## src/rtl/dma2d_pkg.sv

```systemverilog
package dma2d_pkg;
  typedef enum logic {
    RUN_IDLE = 1'b0,
    RUN_ACTIVE = 1'b1
  } run_state_e;

  typedef struct packed {
    logic vld;
    logic row;
    logic buf_end;
  } issue_flags_t;
endpackage

```

## src/rtl/dma2d_dim_counter.sv

```systemverilog
module dma2d_dim_counter #(
  parameter int CW = 16
) (
  input  logic          clk,
  input  logic          rst,
  input  logic          load,
  input  logic [CW-1:0] load_val,
  input  logic          force_one,
  input  logic          step,
  output logic          last
);
  localparam logic [CW:0] FULL = {1'b1, {CW{1'b0}}};
  localparam logic [CW:0] ONE  = {{CW{1'b0}}, 1'b1};

  logic [CW:0] cnt_q;
  logic [CW:0] rld_q;
  logic [CW:0] init_val;

  always_comb begin
    if (force_one)
      init_val = ONE;
    else if (load_val == '0)
      init_val = FULL;
    else
      init_val = {1'b0, load_val};
  end

  assign last = (cnt_q == ONE);

  always_ff @(posedge clk) begin
    if (rst) begin
      cnt_q <= ONE;
      rld_q <= ONE;
    end else if (load) begin
      cnt_q <= init_val;
      rld_q <= init_val;
    end else if (step) begin
      cnt_q <= last ? rld_q : cnt_q - ONE;
    end
  end
endmodule

```

## src/rtl/dma2d_addr_unit.sv

```systemverilog
module dma2d_addr_unit #(
  parameter int AW = 32,
  parameter int SW = 16
) (
  input  logic          clk,
  input  logic          rst,
  input  logic          load,
  input  logic [AW-1:0] base,
  input  logic [SW-1:0] inner_step,
  input  logic [SW-1:0] outer_step,
  input  logic          accept,
  input  logic          row_end,
  input  logic          buf_end,
  output logic [AW-1:0] addr
);
  localparam int EXT = AW - SW;

  logic [AW-1:0] base_q;
  logic [AW-1:0] cur_q;
  logic [AW-1:0] addr_q;
  logic [SW-1:0] in_q;
  logic [SW-1:0] out_q;
  logic [SW-1:0] sel_step;
  logic [AW-1:0] step_ext;

  assign sel_step = row_end ? out_q : in_q;
  assign step_ext = {{EXT{sel_step[SW-1]}}, sel_step};
  assign addr     = addr_q;

  always_ff @(posedge clk) begin
    if (rst) begin
      base_q <= '0;
      cur_q  <= '0;
      addr_q <= '0;
      in_q   <= '0;
      out_q  <= '0;
    end else if (load) begin
      base_q <= base;
      cur_q  <= base;
      in_q   <= inner_step;
      out_q  <= outer_step;
    end else if (accept) begin
      addr_q <= cur_q;
      cur_q  <= buf_end ? base_q : cur_q + step_ext;
    end
  end
endmodule

```

## src/rtl/dma2d_seq_ctrl.sv

```systemverilog
module dma2d_seq_ctrl
  import dma2d_pkg::*;
(
  input  logic clk,
  input  logic rst,
  input  logic start,
  input  logic circular,
  input  logic row_irq,
  input  logic elem_req,
  input  logic x_last,
  input  logic y_last,
  output logic accept,
  output logic busy,
  output logic circ_q,
  output logic addr_vld,
  output logic row_done,
  output logic buf_done
);
  run_state_e   state_q;
  logic         row_irq_q;
  issue_flags_t flags_q;

  assign busy     = (state_q == RUN_ACTIVE);
  assign accept   = busy && elem_req && !start;
  assign addr_vld = flags_q.vld;
  assign row_done = flags_q.row;
  assign buf_done = flags_q.buf_end;

  always_ff @(posedge clk) begin
    if (rst) begin
      state_q   <= RUN_IDLE;
      circ_q    <= 1'b0;
      row_irq_q <= 1'b0;
      flags_q   <= '0;
    end else begin
      flags_q.vld     <= accept;
      flags_q.row     <= accept && x_last && row_irq_q;
      flags_q.buf_end <= accept && x_last && y_last;
      if (start) begin
        state_q   <= RUN_ACTIVE;
        circ_q    <= circular;
        row_irq_q <= row_irq;
      end else if (accept && x_last && y_last && !circ_q) begin
        state_q <= RUN_IDLE;
      end
    end
  end
endmodule

```

## src/rtl/dma2d_addr_gen.sv

```systemverilog
module dma2d_addr_gen #(
  parameter int AW = 32,
  parameter int CW = 16,
  parameter int SW = 16
) (
  input  logic          clk,
  input  logic          rst,
  input  logic          start,
  input  logic [AW-1:0] cfg_start_addr,
  input  logic [CW-1:0] cfg_x_count,
  input  logic [SW-1:0] cfg_x_step,
  input  logic [CW-1:0] cfg_y_count,
  input  logic [SW-1:0] cfg_y_step,
  input  logic          cfg_two_d,
  input  logic          cfg_circular,
  input  logic          cfg_row_irq_en,
  input  logic          elem_req,
  output logic          busy,
  output logic          addr_vld,
  output logic [AW-1:0] addr,
  output logic          row_done,
  output logic          buf_done
);
  logic accept;
  logic x_last;
  logic y_last;
  logic circ_q;

  dma2d_dim_counter #(.CW(CW)) u_xcnt (
    .clk(clk), .rst(rst), .load(start), .load_val(cfg_x_count),
    .force_one(1'b0), .step(accept), .last(x_last)
  );

  dma2d_dim_counter #(.CW(CW)) u_ycnt (
    .clk(clk), .rst(rst), .load(start), .load_val(cfg_y_count),
    .force_one(!cfg_two_d), .step(accept && x_last), .last(y_last)
  );

  dma2d_addr_unit #(.AW(AW), .SW(SW)) u_addr (
    .clk(clk), .rst(rst), .load(start), .base(cfg_start_addr),
    .inner_step(cfg_x_step), .outer_step(cfg_y_step), .accept(accept),
    .row_end(x_last), .buf_end(x_last && y_last), .addr(addr)
  );

  dma2d_seq_ctrl u_ctrl (
    .clk(clk), .rst(rst), .start(start), .circular(cfg_circular),
    .row_irq(cfg_two_d && cfg_row_irq_en), .elem_req(elem_req),
    .x_last(x_last), .y_last(y_last), .accept(accept), .busy(busy),
    .circ_q(circ_q), .addr_vld(addr_vld), .row_done(row_done),
    .buf_done(buf_done)
  );
endmodule

```

## config.mk

```make
export PLATFORM = sky130hd
export DESIGN_NAME = dma2d_addr_gen
export DESIGN_NICKNAME = d
export VERILOG_FILES = /design/src/rtl/dma2d_pkg.sv /design/src/rtl/dma2d_dim_counter.sv /design/src/rtl/dma2d_addr_unit.sv /design/src/rtl/dma2d_seq_ctrl.sv /design/src/rtl/dma2d_addr_gen.sv
export SDC_FILE = /design/constraint.sdc
export NUM_CORES = 1
export LEC_CHECK = 0
export BUFFER_PORTS_ARGS = -buffer_cell sky130_fd_sc_hd__buf_2
export CAP_MARGIN = 20
export CORE_MARGIN = 5
export CORE_UTILIZATION = 53
export DETAILED_ROUTE_END_ITERATION = 10
export PLACE_DENSITY = 0.8
export SLEW_MARGIN = 20
export SYNTH_ARGS = -nofsm -noshare
export SYNTH_HDL_FRONTEND = slang
export SYNTH_SLANG_ARGS = --single-unit
```

## constraint.sdc

```tcl
create_clock -name clk -period 4.6 [get_ports clk]
set_input_delay 0.46 -clock clk [delete_from_list [all_inputs] [get_ports clk]]
set_output_delay 0.46 -clock clk [all_outputs]
set_load 0.1 [all_outputs]
```

==> results.toml, run 1 <==
[run_status]
status = "finished, final reports clean"

[timing]
min_period_ps = 4420
setup_tns_ps = 0
relSlewSlack_pct = 26.6
hold_viol_final = 0
fmax_ghz = 0.226
tightest_slew_ps = 1100
setup_ws_ps = 179
post-route-period-util_pct = 96.1
setup_viol_count_final = 0
drv_slew = 0
skew_ps = 6.22

[cts]
cts_buffer_depth = 3
clkTransAtPathRegs_ps = 60
cts_sinks = 202
htreeDepth = 1
cts_made_buffers = 21
cts_root_buf = "clkbuf_16"
clk-insertion-delay-late_ps = 490
cts_tree = "yes"

[pwr]
irDropWorstVdd_mv = 0.279
static-leakage-power_nw = 5.32
power_density_nw_per_um2 = 360
clock_power_share_pct = 39.5
power_w = 0.00446
swShare_pct = 27.8
power_frac_comb_pct = 17.2
switching_power_w = 0.00124
p_int_w = 0.00322
seqPwrFrac_pct = 43.2

[setup_path]
arrival_ps = 4790
slowest_delay_ps = 640
timing.rr.start = "u_xcnt.cnt_q[8]$_SDFFE_PP0P_"
crit_path_cell_trace = "or4_1, or4_4, buf_6, nand2_1, nand2_1, inv_1, fa_2, nor2b_1, o2111ai_2, a211oi_4, a2111oi_4, nor3_1, o31a_1, mux2_2, a2111oi_2, nor3_1"
cp.buffers_inverters = 2
rr_endpoint = "u_addr.cur_q[20]$_SDFFE_PP0P_"
cp_slowest_cell = "or4_1"
worstSetupPathType = "flip-flop to flip-flop"
worstPathRequired_ps = 4970
reg2reg_slack_ps = 180
cp.depth = 16
reg2regPathDepth = 16
cp-start-kind = "flip-flop"
path_delay_family = "simple AND/OR/NAND/NOR gates"
path_max_fanout = 18
cp-end-kind = "flip-flop"

[synth]
synth_seq_area_share_pct = 38.4
synth_top_area_cell = "dfxtp_1"
yosys.area.top_type_share_pct = 38.4
synthMostInstantiatedCell = "nand2_1"
synth_nets = 1518
ys_top_cells_by_area = "dfxtp_1 38%, nand2_1 10%, a21oi_1 7.6%"
synth_commonest_cells = "285 x nand2_1, 202 x dfxtp_1, 159 x a21oi_1"
ys.flop_type = "dfxtp_1"
postSynth.asyncResetShare_pct = 0
syn_inst = 1377
syn-cell-area_um2 = 10500
synth_cell_types = 65
syn_area_per_cell_um2 = 7.65
yosysWarnings = 0
synth-edff-count = 0
synth-seq-cells = 202

[grt]
grtUsageTotal_pct = 26.3
grt_max_degree = 147
grt.overflow.total = 0
grt_pass1_wl_mm = 49.4
grt_pass1_vias = 9774
antenna_found_initial = 1

[routing]
wl_per_cell_um = 17.2
routed_wl_mm = 30.5
drt_iter0_drc = 832
drc_errors = 0
ant_nets = 0
vias = 10400
drtPass1Iterations = 5
avgViaCountPerCell = 5.88

[placement]
port_buffers = 138
place_hpwl_mm = 21.8
pre_cts_ws_ps = -39.0
gp_congestion = 0.946

[die]
fp-row-count = 51
die_area_um2 = 22800
die_y_um = 151
ios = 139
dieWidth_um = 151
coreArea_um2 = 19500
initial_utilization_pct = 53.9

[final_layout]
drive_gt1_share_pct = 16.6
syn_to_final_growth_pct = 17.7
final_nets = 1632

[run]
cap_violations = 0

[hold_path]
hold_start = "cfg_y_step[13]"
hold_class = "input pin to flip-flop"
whs_path_depth = 3
hold-path-endpoint = "u_addr.out_q[13]$_SDFFE_PP0P_"
how the worst max path moves through the flow:
stage	startpoint	to
final	u_xcnt.cnt_q[8]$_SDFFE_PP0P_	u_addr.cur_q[20]$_SDFFE_PP0P_
after global routing	u_xcnt.cnt_q[1]$_SDFFE_PP0P_	u_addr.cur_q[29]$_SDFFE_PP0P_
after CTS	u_xcnt.cnt_q[1]$_SDFFE_PP0P_	u_addr.cur_q[30]$_SDFFE_PP0P_
after detailed placement	u_xcnt.cnt_q[1]$_SDFFE_PP0P_	u_addr.cur_q[20]$_SDFFE_PP0P_
after global placement	u_xcnt.cnt_q[1]$_SDFFE_PP0P_	u_addr.cur_q[20]$_SDFFE_PP0P_
after floorplan	u_xcnt.cnt_q[0]$_SDFFE_PP1P_	u_addr.cur_q[20]$_SDFFE_PP0P_
cell type report:
type                    instances  area [um^2]
repair buffers                183         1050
inverters                      19         71.3
clock buffers                  29          596
flip-flops and latches        202         4040
well taps                     265          332
fillers                      1729         7120
multi-input cells            1064         6190
clock inverters                 7          116
diodes                          1         2.50
stage by stage:
step / util [%] / cells / area (um^2) / hold WS [ps]
after global placement: 59.2 / 1731 / 11600 / 440
after detailed placement: 59.2 / 1731 / 11600 / 443
final: 63.5 / 1770 / 12400 / 202
after floorplan: - / 1377 / 10600 / 435
after global routing: 63.5 / 1770 / 12400 / 212
after CTS: 63.0 / 1768 / 12300 / 192
power groups by stage:
| stage | Clock (W) | Sequential, W | Combinational (W) |
|---|---|---|---|
| floorplan | 0 | 0.00197 | 0.000496 |
| global placement | 0 | 0.00196 | 0.000726 |
| detailed placement | 0 | 0.00196 | 0.000742 |
| CTS | 0.00179 | 0.00192 | 0.000752 |
| global route | 0.00186 | 0.00194 | 0.000855 |
| finish | 0.00176 | 0.00193 | 0.000769 |
repair_timing:
action / 4_1_cts / 5_1_grt
endpoints found under the setup margin: 1 / 12
pin swaps: 2 / 6
resized for setup: 4 / 17
hold buffers: 0 / 0
setup buffers: 1 / 1
hold endpoints to repair: 0 / 0
layer usage:
metal | global-route usage (%) | vias to the layer above | part of all wire, % | routed length, um
met2 | 43.1 | 392 | 46 | 14100
met3 | 3.41 | 53 | 7.2 | 2180
met5 | 0 | - | 0 | 0
met4 | 7.16 | 0 | 2.6 | 785
li1 | - | 5091 | - | -
met1 | 36.6 | 4880 | 44 | 13500
flip-flops by register name, summed over array words and instances, names as in the netlist:
name	flops
u_addr.addr	32
u_addr.base_q	32
u_addr.cur_q	32
u_xcnt.cnt_q	17
u_xcnt.rld_q	17
u_ycnt.cnt_q	17
u_ycnt.rld_q	17
u_addr.in_q	16
u_addr.out_q	16
u_ctrl.addr_vld	1
u_ctrl.buf_done	1
u_ctrl.busy	1
u_ctrl.circ_q	1
u_ctrl.row_done	1
u_ctrl.row_irq_q	1
worst register-to-register path, delay by kind of cell, from the launching register on:
| family | cells | cell delay, ps |
|---|---|---|
| DFF | 1 | 350 |
| buffers and inverters | 2 | 280 |
| and+or+nand+nor | 7 | 1690 |
| adders and majority gates | 1 | 230 |
| AOI/OAI and AO/OA | 5 | 1440 |
| muxes | 1 | 310 |
cells in the final DEF (no fill, tap or decap), types with 5 or more instances in the layout:
cell	instances
buf_4	44
nand4_1	10
and2_1	5
nand2_1	285
ha_1	34
mux2i_1	54
o31ai_1	6
xnor2_1	24
nor3_1	21
and3_1	11
o21a_1	5
inv_1	17
a211oi_1	9
a21o_1	10
or3_1	11
clkbuf_16	21
nor4_1	14
o21ai_0	73
xor2_1	16
a31oi_1	11
nor2b_1	6
nand3_1	22
nor2_1	140
a311oi_1	14
buf_2	136
o211ai_1	31
a21oi_1	154
dfxtp_1	202
o22ai_1	11
logic make-up (layout without fill, tap and decap cells):
family | Yosys count | count (layout) | share of synthesized area, %
muxes | 58 | 58 | 5.55
and+or+nand+nor | 554 | 554 | 22.6
xor gates and xnor gates | 40 | 40 | 3.33
buffers and inverters | 111 | 238 | 4.15
other | 0 | 1 | 0
DFF | 202 | 202 | 38.4
AOI/OAI and AO/OA | 374 | 374 | 21.4
adders and majority gates | 38 | 38 | 4.58
Power figures use the tool's default switching activity.
==> run 2: changes to the inputs <==
Settings changed: ABC_AREA set to 1.
==> run 2 against run 1 <==
Sequential power hardly changed; non-clock buffer count is 32 lower; critical path depth is 3 higher; largest power group is now the clock network; first-iteration DRC count is 7.2% higher; final area is 4.0% higher; global-route usage is 0.60 points higher; register-to-register slack better by 760 ps; setup slack better by 760 ps.
==> results.toml, run 2 <==
[run_status]
status = "finished, final reports clean"

[timing]
setup_ws_ps = 942
drv_slew = 0
setup_viol_count_final = 0
skew_ps = 10.7
min_period_ps = 3660
post-route-period-util_pct = 79.5
rsz0062_at_grt = "false"
fmax_ghz = 0.273
setup_tns_ps = 0
hold_viol_final = 0
tightest_slew_ps = 1050
relSlewSlack_pct = 29.7

[cts]
cts_setup_buffers = 0
cts_root_buf = "clkbuf_16"
htreeDepth = 1
cts_tree = "yes"
cts_buffer_depth = 3
cts_resized = 0
cts_made_buffers = 23
cts_sinks = 202
holdBufCountCts = 0
clk-insertion-delay-late_ps = 520
clkTransAtPathRegs_ps = 60

[final_layout]
fillers = 2059
final_nets = 2000
multi_input_area_um2 = 6160
diodes = 0
final_cell_area_um2 = 12900
regArea_um2 = 4040
utilization_pct = 61.5
final_common_cell = "nand2_1"
mostFrequentLayoutCells = "517 x nand2_1, 217 x nor2_1, 202 x dfxtp_1, 181 x inv_1, 147 x o21ai_0"
syn_to_final_growth_pct = 14.6
drive_gt1_share_pct = 11.6

[grt]
grt_pass1_wl_mm = 54.2
antenna_found_initial = 0
grtUsageTotal_pct = 26.9
grt.overflow.total = 0
grt_pass1_vias = 11200
grt_max_degree = 78

[synth]
syn-cell-area_um2 = 11300
yosys.area.top_type_share_pct = 35.9
synthMostInstantiatedCell = "nand2_1"
synth-edff-count = 0
synth_cell_types = 46
synth-seq-cells = 202
yosysWarnings = 0
syn_inst = 1759
syn_area_per_cell_um2 = 6.40
synth_seq_area_share_pct = 35.9
postSynth.asyncResetShare_pct = 0
synth_commonest_cells = "517 x nand2_1, 218 x nor2_1, 202 x dfxtp_1"
synth_nets = 1900
ys.flop_type = "dfxtp_1"
synth_top_area_cell = "dfxtp_1"
ys_top_cells_by_area = "dfxtp_1 36%, nand2_1 17%, nor2_1 7.3%"

[die]
die_area_um2 = 24300
initial_utilization_pct = 53.7
coreArea_um2 = 21000
ios = 139
die_y_um = 156
fp-row-count = 53
dieWidth_um = 156

[pwr]
static-leakage-power_nw = 6.57
switching_power_w = 0.00155
power_w = 0.00500
irDropWorstVdd_mv = 0.366
power_density_nw_per_um2 = 388
clock_power_share_pct = 40.3
swShare_pct = 30.9
power_frac_comb_pct = 20.5
p_int_w = 0.00345
seqPwrFrac_pct = 39.1

[routing]
routed_wl_mm = 33.5
drtPass1Iterations = 7
drt_iter0_drc = 892
avgViaCountPerCell = 5.44
wl_per_cell_um = 15.6
ant_nets = 0
vias = 11700
drc_errors = 0

[run]
cap_violations = 0

[placement]
port_buffers = 138
place_area_um2 = 12100
place_hpwl_mm = 23.6
pre_cts_ws_ps = 971
gp_congestion = 0.943

[setup_path]
reg2reg_slack_ps = 940
cp-end-kind = "flip-flop"
worstPathRequired_ps = 5000
arrival_ps = 4060
cp-start-kind = "flip-flop"
worstSetupPathType = "flip-flop to flip-flop"
path_max_fanout = 15

[hold_path]
hold_class = "input pin to flip-flop"
==> run 2: cell types whose count changed after synthesis, sizes merged, moves of 30 or more <==
cell,previous run,this run
nand2,285,520
inv,19,186
nor2,142,225
o21ai,76,157
nand3,22,96
mux2i,55,0
a21oi,159,129
==> run 2: stage by stage <==
step / hold slack, ps / instances
2_1_floorplan: 422 / 1759
3_3_place_gp: 439 / 2109
3_5_place_dp: 448 / 2109
4_1_cts: 161 / 2151
5_1_grt: 175 / 2151
6_report: 171 / 2151
==> run 2: logic make-up after synthesis <==
family	synth area share (%)
and+or+nand+nor	32.0
AOI/OAI and AO/OA	16.7
buffers and inverters	9.39
DFF	35.9
adders and majority gates	4.29
xor gates and xnor gates	1.71
==> run 2: metal layers <==
layer	wire [um]	global-route usage, %
met5	0	0
met4	1170	9.05
met3	2180	3.19
met2	15800	46.3
met1	14400	35.0
==> run 2: worst max-delay path: stages (launching register included) <==
cell and delay (ps):
dfxtp_1 330, inv_1 100, ha_1 150, inv_1 40
nor2_1 70, nand2_1 80, nor2_4 130, nand2_1 310
nand2_1 220, nand2_1 420, ha_1 580, nand2_1 120
nor2_1 240, nand2_1 120, nor3_1 140, nand2_1 90
nand3_1 90, nand3_1 90, a21oi_1 170, nor2_1 50
==> run 2: final timing paths <==
check | from | endpoint | cells after the start
hold reg to reg | u_ctrl.row_irq_q$_SDFFE_PP0P_ | u_ctrl.row_done$_SDFF_PP0_ | 2
hold / removal | cfg_y_step[4] | u_addr.out_q[4]$_SDFFE_PP0P_ | 3
setup / recovery | u_xcnt.cnt_q[1]$_SDFFE_PP0P_ | u_addr.cur_q[28]$_SDFFE_PP0P_ | 19
setup reg to reg | u_xcnt.cnt_q[1]$_SDFFE_PP0P_ | u_addr.cur_q[28]$_SDFFE_PP0P_ | 19
==> run 2: final cells by class <==
type                            instances  share of cell area, %
Multi-Input combinational cell       1291                   47.8
Sequential cell                       202                   31.4
Timing Repair Buffer                  151                   6.11
Inverter                              190                   5.56
Clock buffer                           31                   5.24
Tap cell                              275                   2.67
Clock inverter                         11                   1.31
==> run 2: power by group through the flow <==
stage	Combinational [W]	Clock, W	Sequential (W)
after global routing	0.00115	0.00211	0.00197
after floorplan	0.000670	0	0.00206
after detailed placement	0.00101	0	0.00199
after CTS	0.00102	0.00203	0.00195
final	0.00103	0.00202	0.00195
after global placement	0.000999	0	0.00199
